==> src/rtl/bscan_pkg.sv <==
// Shared types and instruction codes for the boundary-scan test port.
// Assumes a 3-bit instruction register; codes not listed act as skip.
package bscan_pkg;
    localparam int IR_W = 3;

    typedef enum logic [3:0] {
        TS_RESET, TS_IDLE,
        TS_SEL_DR, TS_CAP_DR, TS_SHIFT_DR, TS_EXIT1_DR, TS_PAUSE_DR, TS_EXIT2_DR, TS_UPD_DR,
        TS_SEL_IR, TS_CAP_IR, TS_SHIFT_IR, TS_EXIT1_IR, TS_PAUSE_IR, TS_EXIT2_IR, TS_UPD_IR
    } tap_state_t;

    localparam logic [IR_W-1:0] OP_EXTEST = '0;
    localparam logic [IR_W-1:0] OP_IDCODE = IR_W'(1);
    localparam logic [IR_W-1:0] OP_SAMPLE = IR_W'(2);
    localparam logic [IR_W-1:0] OP_BYPASS = '1;
    localparam logic [IR_W-1:0] IR_CAPT   = IR_W'(1);
endpackage

==> src/rtl/bscan_fsm.sv <==
// Sixteen-state test controller. Advances on rising tck.
// Assumes rst_n is synchronous to tck.
module bscan_fsm
    import bscan_pkg::*;
(
    input  logic       tck,
    input  logic       rst_n,
    input  logic       tms,
    output tap_state_t state
);
    localparam int RESET_RUN = 5;

    tap_state_t nxt;

    // Next state from the current state and tms.
    always_comb begin
        case (state)
            TS_RESET:    nxt = tms ? TS_RESET    : TS_IDLE;
            TS_IDLE:     nxt = tms ? TS_SEL_DR   : TS_IDLE;
            TS_SEL_DR:   nxt = tms ? TS_SEL_IR   : TS_CAP_DR;
            TS_CAP_DR:   nxt = tms ? TS_EXIT1_DR : TS_SHIFT_DR;
            TS_SHIFT_DR: nxt = tms ? TS_EXIT1_DR : TS_SHIFT_DR;
            TS_EXIT1_DR: nxt = tms ? TS_UPD_DR   : TS_PAUSE_DR;
            TS_PAUSE_DR: nxt = tms ? TS_EXIT2_DR : TS_PAUSE_DR;
            TS_EXIT2_DR: nxt = tms ? TS_UPD_DR   : TS_SHIFT_DR;
            TS_UPD_DR:   nxt = tms ? TS_SEL_DR   : TS_IDLE;
            TS_SEL_IR:   nxt = tms ? TS_RESET    : TS_CAP_IR;
            TS_CAP_IR:   nxt = tms ? TS_EXIT1_IR : TS_SHIFT_IR;
            TS_SHIFT_IR: nxt = tms ? TS_EXIT1_IR : TS_SHIFT_IR;
            TS_EXIT1_IR: nxt = tms ? TS_UPD_IR   : TS_PAUSE_IR;
            TS_PAUSE_IR: nxt = tms ? TS_EXIT2_IR : TS_PAUSE_IR;
            TS_EXIT2_IR: nxt = tms ? TS_UPD_IR   : TS_SHIFT_IR;
            TS_UPD_IR:   nxt = tms ? TS_SEL_DR   : TS_IDLE;
            default:     nxt = TS_RESET;
        endcase
    end

    // State register.
    always_ff @(posedge tck) begin
        if (!rst_n) state <= TS_RESET;
        else        state <= nxt;
    end

    // Checker: counts consecutive tms-high edges, saturating at RESET_RUN.
    logic [$clog2(RESET_RUN+1)-1:0] hi_run;
    always_ff @(posedge tck) begin
        if (!rst_n)                                   hi_run <= '0;
        else if (!tms)                                hi_run <= '0;
        else if (hi_run != ($bits(hi_run))'(RESET_RUN)) hi_run <= hi_run + 1'b1;
    end

    assert_five_ones_reset_R1: assert property (@(posedge tck) disable iff (!rst_n)
        (hi_run == ($bits(hi_run))'(RESET_RUN)) |-> (state == TS_RESET));

    assert_pause_returns_shift_R2: assert property (@(posedge tck) disable iff (!rst_n)
        (state == TS_EXIT2_DR && !tms) |=> (state == TS_SHIFT_DR));
endmodule

==> src/rtl/bscan_ir.sv <==
// Instruction register: a shift stage, plus the current instruction loaded
// at Update-IR. Test-Logic-Reset selects the identity instruction.
module bscan_ir
    import bscan_pkg::*;
(
    input  logic            tck,
    input  logic            rst_n,
    input  tap_state_t      state,
    input  logic            tdi,
    output logic            ir_lsb,
    output logic [IR_W-1:0] instr
);
    logic [IR_W-1:0] ir_sr;

    // Shift stage: capture the fixed pattern, then shift toward bit 0.
    always_ff @(posedge tck) begin
        if (!rst_n)                   ir_sr <= '0;
        else if (state == TS_CAP_IR)  ir_sr <= IR_CAPT;
        else if (state == TS_SHIFT_IR) ir_sr <= {tdi, ir_sr[IR_W-1:1]};
    end

    // Current instruction: identity on reset, shifted code on Update-IR.
    always_ff @(posedge tck) begin
        if (!rst_n || state == TS_RESET) instr <= OP_IDCODE;
        else if (state == TS_UPD_IR)     instr <= ir_sr;
    end

    assign ir_lsb = ir_sr[0];

    assert_capture_pattern_R3: assert property (@(posedge tck) disable iff (!rst_n)
        (state == TS_CAP_IR) |=> (ir_sr[1:0] == 2'b01));

    assert_reset_selects_id_R4: assert property (@(posedge tck) disable iff (!rst_n)
        (state == TS_RESET) |=> (instr == OP_IDCODE));

    assert_instr_holds_R9: assert property (@(posedge tck) disable iff (!rst_n)
        (state != TS_UPD_IR && state != TS_RESET) |=> $stable(instr));
endmodule

==> src/rtl/bscan_bsr.sv <==
// Boundary chain: PIN_N pin cells, then the driver-enable cell, then a
// preset cell. The hold stage changes only at Update-DR while selected.
// The driver-enable cell captures its own hold copy; the preset cell captures 1.
module bscan_bsr
    import bscan_pkg::*;
#(
    parameter int PIN_N = 10
) (
    input  logic               tck,
    input  logic               rst_n,
    input  tap_state_t         state,
    input  logic               tdi,
    input  logic               sel,
    input  logic               extest,
    input  logic [PIN_N-1:0]   pin_sample,
    input  logic               core_oe,
    output logic               bsr_lsb,
    output logic [PIN_N+1:0]   bsr_upd,
    output logic               pad_oe
);
    localparam int BSR_LEN    = PIN_N + 2;
    localparam int OE_BIT     = PIN_N;
    localparam int PRESET_BIT = PIN_N + 1;
    localparam logic [BSR_LEN-1:0] RST_VAL = BSR_LEN'(1) << PRESET_BIT;

    logic [BSR_LEN-1:0] sr;

    // Shift stage: capture pins and internal cells, then shift toward bit 0.
    always_ff @(posedge tck) begin
        if (!rst_n)                            sr <= RST_VAL;
        else if (sel && state == TS_CAP_DR)    sr <= {1'b1, bsr_upd[OE_BIT], pin_sample};
        else if (sel && state == TS_SHIFT_DR)  sr <= {tdi, sr[BSR_LEN-1:1]};
    end

    // Hold stage: takes the shifted pattern at Update-DR.
    always_ff @(posedge tck) begin
        if (!rst_n)                         bsr_upd <= RST_VAL;
        else if (sel && state == TS_UPD_DR) bsr_upd <= sr;
    end

    // Under external test the driver-enable cell overrides the core request.
    assign pad_oe  = extest ? bsr_upd[OE_BIT] : core_oe;
    assign bsr_lsb = sr[0];

    assert_update_copies_R6: assert property (@(posedge tck) disable iff (!rst_n)
        (sel && state == TS_UPD_DR) |=> (bsr_upd == $past(sr)));

    assert_extest_oe_cell_R7: assert property (@(posedge tck) disable iff (!rst_n)
        (extest && state == TS_UPD_DR) |=> (pad_oe == $past(sr[OE_BIT])));
endmodule

==> src/rtl/bscan_tap.sv <==
// Top of the test port: controller, instruction register, skip bit,
// identity register, boundary chain and falling-edge serial output.
// Assumes tck is free-running while rst_n is low.
module bscan_tap
    import bscan_pkg::*;
#(
    parameter int               PIN_N    = 10,
    parameter int               ID_W     = 32,
    parameter logic [ID_W-1:0]  ID_VALUE = 32'h2B9D_6071
) (
    input  logic             tck,
    input  logic             rst_n,
    input  logic             tms,
    input  logic             tdi,
    input  logic [PIN_N-1:0] pin_sample,
    input  logic             core_oe,
    output logic             tdo,
    output logic             tdo_en,
    output logic             pad_oe,
    output logic [PIN_N+1:0] bsr_upd
);
    tap_state_t      state;
    logic [IR_W-1:0] instr;
    logic            ir_lsb, bsr_lsb;
    logic            sel_bsr, sel_id, sel_byp, is_extest;
    logic            byp_q;
    logic [ID_W-1:0] id_sr;
    logic            dr_lsb;

    bscan_fsm i_fsm (.tck(tck), .rst_n(rst_n), .tms(tms), .state(state));

    bscan_ir i_ir (.tck(tck), .rst_n(rst_n), .state(state), .tdi(tdi),
                   .ir_lsb(ir_lsb), .instr(instr));

    // Decode: the chain for sample and external test, identity, else skip.
    always_comb begin
        is_extest = (instr == OP_EXTEST);
        sel_bsr   = is_extest || (instr == OP_SAMPLE);
        sel_id    = (instr == OP_IDCODE);
        sel_byp   = !sel_bsr && !sel_id;
    end

    bscan_bsr #(.PIN_N(PIN_N)) i_bsr (
        .tck(tck), .rst_n(rst_n), .state(state), .tdi(tdi),
        .sel(sel_bsr), .extest(is_extest), .pin_sample(pin_sample),
        .core_oe(core_oe), .bsr_lsb(bsr_lsb), .bsr_upd(bsr_upd), .pad_oe(pad_oe));

    // Skip register: captures 0, then passes tdi through one stage.
    always_ff @(posedge tck) begin
        if (!rst_n)                             byp_q <= 1'b0;
        else if (sel_byp && state == TS_CAP_DR) byp_q <= 1'b0;
        else if (sel_byp && state == TS_SHIFT_DR) byp_q <= tdi;
    end

    // Identity register: captures the fixed word, then shifts toward bit 0.
    always_ff @(posedge tck) begin
        if (!rst_n)                              id_sr <= ID_VALUE;
        else if (sel_id && state == TS_CAP_DR)   id_sr <= ID_VALUE;
        else if (sel_id && state == TS_SHIFT_DR) id_sr <= {tdi, id_sr[ID_W-1:1]};
    end

    // Selected data-register output bit.
    always_comb begin
        if (sel_bsr)     dr_lsb = bsr_lsb;
        else if (sel_id) dr_lsb = id_sr[0];
        else             dr_lsb = byp_q;
    end

    // Serial output retimed on the falling edge; enabled only while shifting.
    always_ff @(negedge tck) begin
        if (!rst_n) begin
            tdo    <= 1'b0;
            tdo_en <= 1'b0;
        end else if (state == TS_SHIFT_IR) begin
            tdo    <= ir_lsb;
            tdo_en <= 1'b1;
        end else if (state == TS_SHIFT_DR) begin
            tdo    <= dr_lsb;
            tdo_en <= 1'b1;
        end else begin
            tdo    <= 1'b0;
            tdo_en <= 1'b0;
        end
    end

    assert_skip_captures_zero_R5: assert property (@(posedge tck) disable iff (!rst_n)
        (sel_byp && state == TS_CAP_DR) |=> (byp_q == 1'b0));

    assert_id_capture_R4: assert property (@(posedge tck) disable iff (!rst_n)
        (sel_id && state == TS_CAP_DR) |=> (id_sr == ID_VALUE));
endmodule

==> config.mk <==
export PLATFORM = sky130hd
export DESIGN_NAME = bscan_tap
export DESIGN_NICKNAME = d
export VERILOG_FILES = /design/src/rtl/bscan_pkg.sv /design/src/rtl/bscan_fsm.sv /design/src/rtl/bscan_ir.sv /design/src/rtl/bscan_bsr.sv /design/src/rtl/bscan_tap.sv
export SDC_FILE = /design/constraint.sdc
export NUM_CORES = 1
export LEC_CHECK = 0
export BUFFER_PORTS_ARGS = -buffer_cell sky130_fd_sc_hd__buf_2
export CAP_MARGIN = 15
export CORE_MARGIN = 10
export CORE_UTILIZATION = 50
export CTS_CLUSTER_DIAMETER = 150
export DETAILED_ROUTE_END_ITERATION = 10
export GPL_TIMING_DRIVEN = 1
export PLACE_DENSITY = 0.72
export SLEW_MARGIN = 20
export SYNTH_ARGS = -nofsm -noshare
export SYNTH_HDL_FRONTEND = slang
export SYNTH_SLANG_ARGS = --single-unit
==> constraint.sdc <==
create_clock -name tck -period 2.4 [get_ports tck]
set_clock_uncertainty 0.1 [all_clocks]
set_input_delay 0.12 -clock tck [delete_from_list [all_inputs] [get_ports tck]]
set_output_delay 0.12 -clock tck [all_outputs]
set_load 0.05 [all_outputs]
==> summary.md, run 1 <==
| Metric | Value |
|---|---|
| Worst slew margin | 62.1% |
| Worst Path Arrival | 2.13 ns |
| Drt first-iter violations | 160 |
| Most common cell after layout, fill and taps aside | nand2_1 |
| CP Data Required Time | 2.18 ns |
| Antenna cells | 0 |
| CP Max Fanout | 1 |
| Final hold vios | 0 |
| Yosys warning total | 0 |
| Crit path kind | reg -> out |
| Overall Power | 2.45 mW |
| Commonest non-fill, non-tap cells in the layout | 80 x nand2_1, 68 x dfxtp_1, 29 x buf_2 |
| Final ANT Viol Nets | 0 |
| Sequential share of the synthesized area | 48.6% |
| Placed cells | 423 |
| Setup TNS | 0 ns |
| Initial antenna violation count | 0 |
| Avg Cell Area, Syn | 8.61 um2 |
| Worst slew pin tran | 0.567 ns |
| Vias per Instance | 5.37 |
| Total wire length | 5.86 mm |
| Root Buffer Master | clkbuf_8 |
| Worst Hold Class | in -> reg |
| Worst-case hold path end point | i_bsr.sr[9]$_SDFFE_PN0P_ |
| Clock buffer depth | 2 |
| Routability cong. | 0.797 |
| Num ports | 30 |
| Drt first pass iters | 4 |
| Hold Startpoint | pin_sample[9] |
| Later-pin clock latency in the skew report | 0.35 ns |
| Clock sink count | 69 |
| Reg2Reg Setup Slack | 0.06 ns |
| Drc violations | 0 |
| Final nets | 384 |
| FF-to-FF Start | i_fsm.state[0]$_SDFF_PN0_ |
| TritonCTS clock tree | built |
| Netlist Area Pre-Place | 2840 um2 |
| Die Height | 95.4 um |
| FF-to-FF path depth | 2 |
| Leak Pwr | 1.48 nW |
| CTS buffer count | 9 |
| H-tree depth | 3 |
| # setup viols final | 0 |
| Slowest CP cell | dfxtp_1 |
| Pwr per Cell Area | 719 nW/um2 |
| Unrepaired setup endpoints after global routing | no |
| Outcome | complete, no violations |
| Max_cap viols | 0 |
| Crit start category | flop |
| Syn Inst Count | 330 |
| Global Route Usage Sum | 13.6% |
| Syn Nets | 345 |
| Synth Register Bits | 69 |
| Share of layout cells above drive strength 1 | 18.7% |
| RR Endpoint | tdo_en$_SDFF_NN0_ |
| # port buffers | 29 |
| Core region area | 5510 um2 |
| Post-synth EDFFs | 0 |
| Post-Layout Cell Count | 446 |
| Vias in the first global route | 2199 |
| FFs w/ async S/R, synth | 0% |
| Largest net degree at the start of global routing | 33 |
| CP Capture Type | output pin |
| Synth-to-Final Area Change | 20.1% |
| Routed WL per cell | 13.1 um |
| Die width | 95.4 um |
| Hpwl dp | 3.89 mm |
| First-pass GRT wire length | 9.97 mm |
| Yosys cell types | 39 |
| Peak supply drop | 498 uV |
| Buf+Inv Stages, Crit Path | 1 |
| Top FF cell, synth | dfxtp_1 |
| Slew Viols, Final | 0 |
| Die area | 9100 um2 |
| Hold Crit Depth | 3 |
| Max incr delay on CP | 0.30 ns |
| Hold_ws | 0.0131 ns |
| Clock transition at path regs | 0.08 ns |
| Starting density of the core | 51.6% |
| Total number of vias | 2393 |
| Row cnt | 27 |
| GRT overflow | 0 |
| Crit-path leading delay family | flip-flops |
| Fill cells | 471 |
| CP Cell Sequence | buf_2 |
-- where the power goes --
part / internal (mW) / switching, mW / total [mW]
Combinational: 0.0615 / 0.0890 / 0.151
Sequential: 1.16 / 0.0116 / 1.17
Clock: 0.683 / 0.447 / 1.13
Total: 1.91 / 0.547 / 2.45
-- repair_timing --
action | in CTS | in global routing
endpoints found under the setup margin | 0 | 1
setup buffers | 0 | 0
resized for setup | 0 | 1
hold buffers | 6 | 0
endpoints found under the hold margin | 8 | 0
-- area by class of cell --
| cell class | count | area [um2] | share of cell area [%] |
|---|---|---|---|
| tap | 72 | 90.1 | 2.64 |
| multi-input combinational | 227 | 1320 | 38.6 |
| clock buffer | 12 | 166 | 4.88 |
| clock inverter | 6 | 83.8 | 2.46 |
| inverter | 5 | 18.8 | 0.550 |
| sequential | 69 | 1380 | 40.5 |
| timing repair buffer | 55 | 355 | 10.4 |
-- routing by layer --
metal	part of all wire (%)	global-route usage, %	up-vias
met4	2.0	8.11	0
met1	47	16.8	1113
met5	0	0	-
met3	4.9	3.61	9
li1	-	-	1214
met2	46	20.7	57
-- cell families after synthesis --
kind of cell,synth area share [%]
compound gates,17.7
simple gates,23.2
buf+inv,5.19
flops,48.6
mux,5.33
-- registers in the layout (all words and copies together) (netlist names) --
name           flops
tdo_en             1
i_bsr.sr          12
byp_q              1
i_fsm.state        4
tdo                1
i_ir.instr         3
i_bsr.bsr_upd     12
id_sr             32
i_ir.ir_sr         3
-- how the worst max path moves through the flow --
stage / from / slack [ns] / to / cells after the start
floorplan: i_fsm.state[0]$_SDFF_PN0_ / -0.05 / tdo_en$_SDFF_NN0_ / 3
global placement: i_fsm.state[0]$_SDFF_PN0_ / 0.06 / tdo_en$_SDFF_NN0_ / 2
detailed placement: i_fsm.state[2]$_SDFF_PN0_ / 0.02 / tdo_en$_SDFF_NN0_ / 2
CTS: i_fsm.state[2]$_SDFF_PN0_ / 0.03 / tdo_en$_SDFF_NN0_ / 2
global route: tdo_en$_SDFF_NN0_ / 0.003 / tdo_en / 1
finish: tdo$_SDFF_NN0_ / 0.05 / tdo / 1
-- stage by stage --
step,setup slack [ns],util (%),cell area (um2)
4_1_cts,0.0326,62.0,3410
3_3_place_gp,0.0628,56.4,3110
5_1_grt,0.00321,62.0,3410
3_5_place_dp,0.0184,56.4,3110
2_1_floorplan,-0.0530,-,2850
6_report,0.0489,62.0,3410
-- cell usage after synthesis (2+ instances only) --
master / n / area, um2
nor3_1: 3 / 15.0
nor2b_1: 13 / 81.3
inv_1: 6 / 22.5
a21boi_0: 3 / 22.5
nor3b_1: 2 / 15.0
nand4_1: 2 / 12.5
nor2_1: 7 / 26.3
nand3_1: 20 / 100
a22o_1: 22 / 193
o21ai_0: 11 / 55.1
nand2_1: 80 / 300
a21oi_1: 26 / 130
buf_2: 7 / 35.0
clkbuf_1: 18 / 67.6
mux2i_1: 14 / 140
dfxtp_1: 69 / 1380
and2_1: 3 / 18.8
o211ai_1: 3 / 22.5
Note: power is estimated with default switching activity, not from simulation.
==> run 2: changes to the inputs <==
- clock period: 2.4 -> 2.65 ns (I/O delays scaled with it)
==> summary.md, run 2 (same netlist as run 1, synthesis figures left out) <==
| Metric | Value |
|---|---|
| Fill cells | 481 |
| # hold bufs at CTS | 2 |
| Routability cong. | 0.848 |
| Total wire length | 5.81 mm |
| Place WS | 0.104 ns |
| Num ports | 30 |
| Switching power | 488 uW |
| Max incr delay on CP | 0.32 ns |
| Initial antenna violation count | 0 |
| Most common cell after layout, fill and taps aside | nand2_1 |
| Final nets | 377 |
| Switching share of power | 22.1% |
| Clock sink count | 69 |
| Cts repair resizes | 0 |
| CP Max Fanout | 1 |
| Clock buffer depth | 2 |
| H-tree depth | 3 |
| Outcome | complete, no violations |
| Worst slew margin | 54.5% |
| Share of layout cells above drive strength 1 | 18.3% |
| CTS buffer count | 9 |
| # setup viols final | 0 |
| Setup TNS | 0 ns |
| Peak supply drop | 356 uV |
| Sequential share of power | 48.1% |
| Row cnt | 27 |
| Core region area | 5510 um2 |
| Crit-path leading delay family | flip-flops |
| Starting density of the core | 51.6% |
| Hold_ws | 0.0214 ns |
| Routed WL per cell | 13.2 um |
| Unrepaired setup endpoints after global routing | no |
| Worst Path Arrival | 2.29 ns |
| Worst slew pin tran | 0.679 ns |
| Die area | 9100 um2 |
| Antenna cells | 0 |
| Crit path kind | reg -> out |
| Die width | 95.4 um |
| Vias in the first global route | 2124 |
| Largest net degree at the start of global routing | 35 |
| Hpwl dp | 3.80 mm |
| Biggest regs | id_sr: 32 flops, i_bsr.bsr_upd: 12 flops, i_bsr.sr: 12 flops |
| Most flops, register | id_sr |
| Buf+Inv Stages, Crit Path | 1 |
| # port buffers | 29 |
| Comb power frac | 6.0% |
| Commonest non-fill, non-tap cells in the layout | 80 x nand2_1, 69 x dfxtp_1, 29 x buf_2 |
| CP Cell Sequence | buf_2 |
| Worst Setup Slack, final | 0.127 ns |
| Final ANT Viol Nets | 0 |
| Vias per Instance | 5.31 |
| Leak Pwr | 1.46 nW |
| Total number of vias | 2333 |
| Clock power share | 45.9% |
| Crit start category | flop |
| Max_cap viols | 0 |
| CP Capture Type | output pin |
| Drt first pass iters | 7 |
| Placed cells | 420 |
| GRT overflow | 0 |
| TritonCTS clock tree | built |
| Later-pin clock latency in the skew report | 0.34 ns |
| CP Data Required Time | 2.42 ns |
| Global Route Usage Sum | 13.3% |
| Slowest CP cell | dfxtp_1 |
| Root Buffer Master | clkbuf_8 |
| Pint | 1.72 mW |
| Max reg flops | 32 |
| Post-Layout Cell Count | 439 |
| Worst Hold Class | in -> reg |
| Drt first-iter violations | 116 |
| Drc violations | 0 |
| First-pass GRT wire length | 9.67 mm |
| Final hold vios | 0 |
| Slew Viols, Final | 0 |
| Clock transition at path regs | 0.07 ns |
| Pwr per Cell Area | 659 nW/um2 |
| Die Height | 95.4 um |
| Setup Fix Bufs, Post-CTS | 0 |
| Synth-to-Final Area Change | 17.9% |
run 2: metrics by stage:
step	utilization, %	instance area, um2	power (mW)
4_1_cts	60.8	3350	2.22
6_report	60.8	3350	2.21
2_1_floorplan	-	2840	1.18
3_3_place_gp	55.9	3080	1.22
3_5_place_dp	55.9	3080	1.22
5_1_grt	60.8	3350	2.29
run 2: cell type report:
cell class | instances | area (um2) | share of cell area (%)
clock inverter | 7 | 86.3 | 2.58
timing repair buffer | 48 | 293 | 8.74
inverter | 5 | 18.8 | 0.560
tap | 72 | 90.1 | 2.69
sequential | 69 | 1380 | 41.2
clock buffer | 11 | 163 | 4.85
multi-input combinational | 227 | 1320 | 39.4
run 2: metal layers:
layer / part of all wire [%] / track usage (%)
met5: 0 / 0
met4: 1.6 / 8.48
met3: 5.5 / 3.38
met2: 45 / 20.3
met1: 48 / 16.4
run 2: power groups by stage:
stage | Clock [mW] | Sequential (mW) | Combinational (mW)
after floorplan | 0.00709 | 1.08 | 0.0925
after global placement | 0.00709 | 1.09 | 0.128
after detailed placement | 0.00709 | 1.09 | 0.130
after CTS | 1.03 | 1.06 | 0.133
after global routing | 1.08 | 1.06 | 0.149
final | 1.01 | 1.06 | 0.133
run 2: path summary, 6_finish.rpt:
path                                   from                        to  slack [ns]  depth (start not counted)
hold / removal                pin_sample[9]  i_bsr.sr[9]$_SDFFE_PN0P_        0.02                          3
setup reg to reg  i_fsm.state[0]$_SDFF_PN0_         tdo_en$_SDFF_NN0_        0.14                          2
setup / recovery             tdo$_SDFF_NN0_                       tdo        0.13                          1
hold reg to reg       id_sr[8]$_SDFFE_PP0P_     id_sr[7]$_SDFFE_PP0P_        0.35                          2
==> run 3: changes to the inputs <==
- CORE_ASPECT_RATIO: unset -> 1.1
- PLACE_DENSITY: 0.72 -> 0.75
==> summary.md, run 3 (same netlist as run 1, synthesis figures left out) <==
| Metric | Value |
|---|---|
| Outcome | complete, no violations |
| Largest net degree at the start of global routing | 31 |
| Worst slew margin | 61.9% |
| Setup Fix Bufs, Post-CTS | 0 |
| CTS buffer count | 9 |
| Routed WL per cell | 13.2 um |
| Biggest regs | id_sr: 32 flops, i_bsr.bsr_upd: 12 flops, i_bsr.sr: 12 flops |
| CP Capture Type | output pin |
| Later-pin clock latency in the skew report | 0.34 ns |
| Drc violations | 0 |
| Crit path launch | tdo$_SDFF_NN0_ |
| Slowest CP cell | dfxtp_1 |
| CP Data Required Time | 2.42 ns |
| First-pass GRT wire length | 9.85 mm |
| Core region area | 5470 um2 |
| Num ports | 30 |
| Antenna cells | 0 |
| Unrepaired setup endpoints after global routing | no |
| Vias per Instance | 5.36 |
| Total wire length | 5.84 mm |
| Drt first-iter violations | 124 |
| Crit-path leading delay family | flip-flops |
| Buf+Inv Stages, Crit Path | 1 |
| Initial antenna violation count | 0 |
| Hpwl dp | 3.84 mm |
| Starting density of the core | 52.0% |
| Met3 WL | 374 um |
| Drt first pass iters | 4 |
| Die Height | 99.1 um |
| Most common cell after layout, fill and taps aside | nand2_1 |
| Hold Startpoint | pin_sample[9] |
| Max incr delay on CP | 0.32 ns |
| Max reg flops | 32 |
| Die area | 9100 um2 |
| Synth-to-Final Area Change | 17.5% |
| Final nets | 379 |
| Met1 WL | 2.67 mm |
| # port buffers | 29 |
| Routed length on met2 | 2.73 mm |
| CP Cell Sequence | buf_2 |
| Routability cong. | 0.838 |
| Share of layout cells above drive strength 1 | 18.4% |
| Pwr per Cell Area | 636 nW/um2 |
| # setup viols final | 0 |
| Commonest non-fill, non-tap cells in the layout | 80 x nand2_1, 69 x dfxtp_1, 29 x buf_2 |
| Clock transition at path regs | 0.08 ns |
| Vias in the first global route | 2140 |
| Row cnt | 28 |
| Crit path kind | reg -> out |
| GRT overflow | 0 |
| Final core occ | 61.1% |
| Max_cap viols | 0 |
| Slew Viols, Final | 0 |
| Reg2Reg Setup Slack | 0.15 ns |
| H-tree depth | 3 |
| Worst slew pin tran | 0.564 ns |
| Leak Pwr | 1.45 nW |
| Most flops, register | id_sr |
| Die width | 91.9 um |
| Hold_ws | 0.0156 ns |
| Global Route Usage Sum | 13.1% |
| Clock sink count | 69 |
| Final hold vios | 0 |
| Cts repair resizes | 0 |
| Setup TNS | 0 ns |
| CP Max Fanout | 1 |
| Overall Power | 2.12 mW |
| Total number of vias | 2382 |
| Clock buffer depth | 2 |
| Worst Path Arrival | 2.29 ns |
| Worst Hold Class | in -> reg |
| Final ANT Viol Nets | 0 |
| Root Buffer Master | clkbuf_8 |
| Peak supply drop | 336 uV |
| TritonCTS clock tree | built |
| DR top layer | met4 |
| FF-to-FF Start | i_fsm.state[0]$_SDFF_PN0_ |
| Crit start category | flop |
[run 3: cell type report]
type	count	area, um2
Inverter	5	18.8
Tap cell	75	93.8
Clock inverter	7	62.6
Sequential cell	69	1380
Timing Repair Buffer	50	308
Clock buffer	11	163
Fill cell	464	2120
Multi-Input combinational cell	227	1310
[run 3: timing repair]
item | in CTS | in global routing
setup endpoints to repair | 0 | 0
endpoints found under the hold margin | 3 | 0
hold buffers | 2 | 0
[run 3: report_power, final]
group          internal (mW)  leakage, nW  switching (mW)
Combinational         0.0527        0.772          0.0799
Sequential              1.05        0.558          0.0106
Clock                  0.518        0.117           0.411
Total                   1.62         1.45           0.502
[run 3: through the flow]
step / std cells / instance area (um2) / setup WS, ns
detailed placement: 425 / 3100 / 0.123
floorplan: 330 / 2840 / 0.0260
CTS: 444 / 3340 / 0.125
finish: 444 / 3340 / 0.126
global placement: 425 / 3100 / 0.135
global route: 444 / 3340 / 0.0370
[run 3: metal layers]
metal  up-vias  GRT usage [%]
li1       1207              -
met5         -              0
met3         9           5.61
met1      1116           15.7
met2        50           20.0
met4         0           5.70
[run 3: path summary, 6_finish.rpt]
path,end,cells after the start
max reg2reg,tdo_en$_SDFF_NN0_,2
min reg2reg,id_sr[8]$_SDFFE_PP0P_,2
min,i_bsr.sr[9]$_SDFFE_PN0P_,3
max,tdo,1
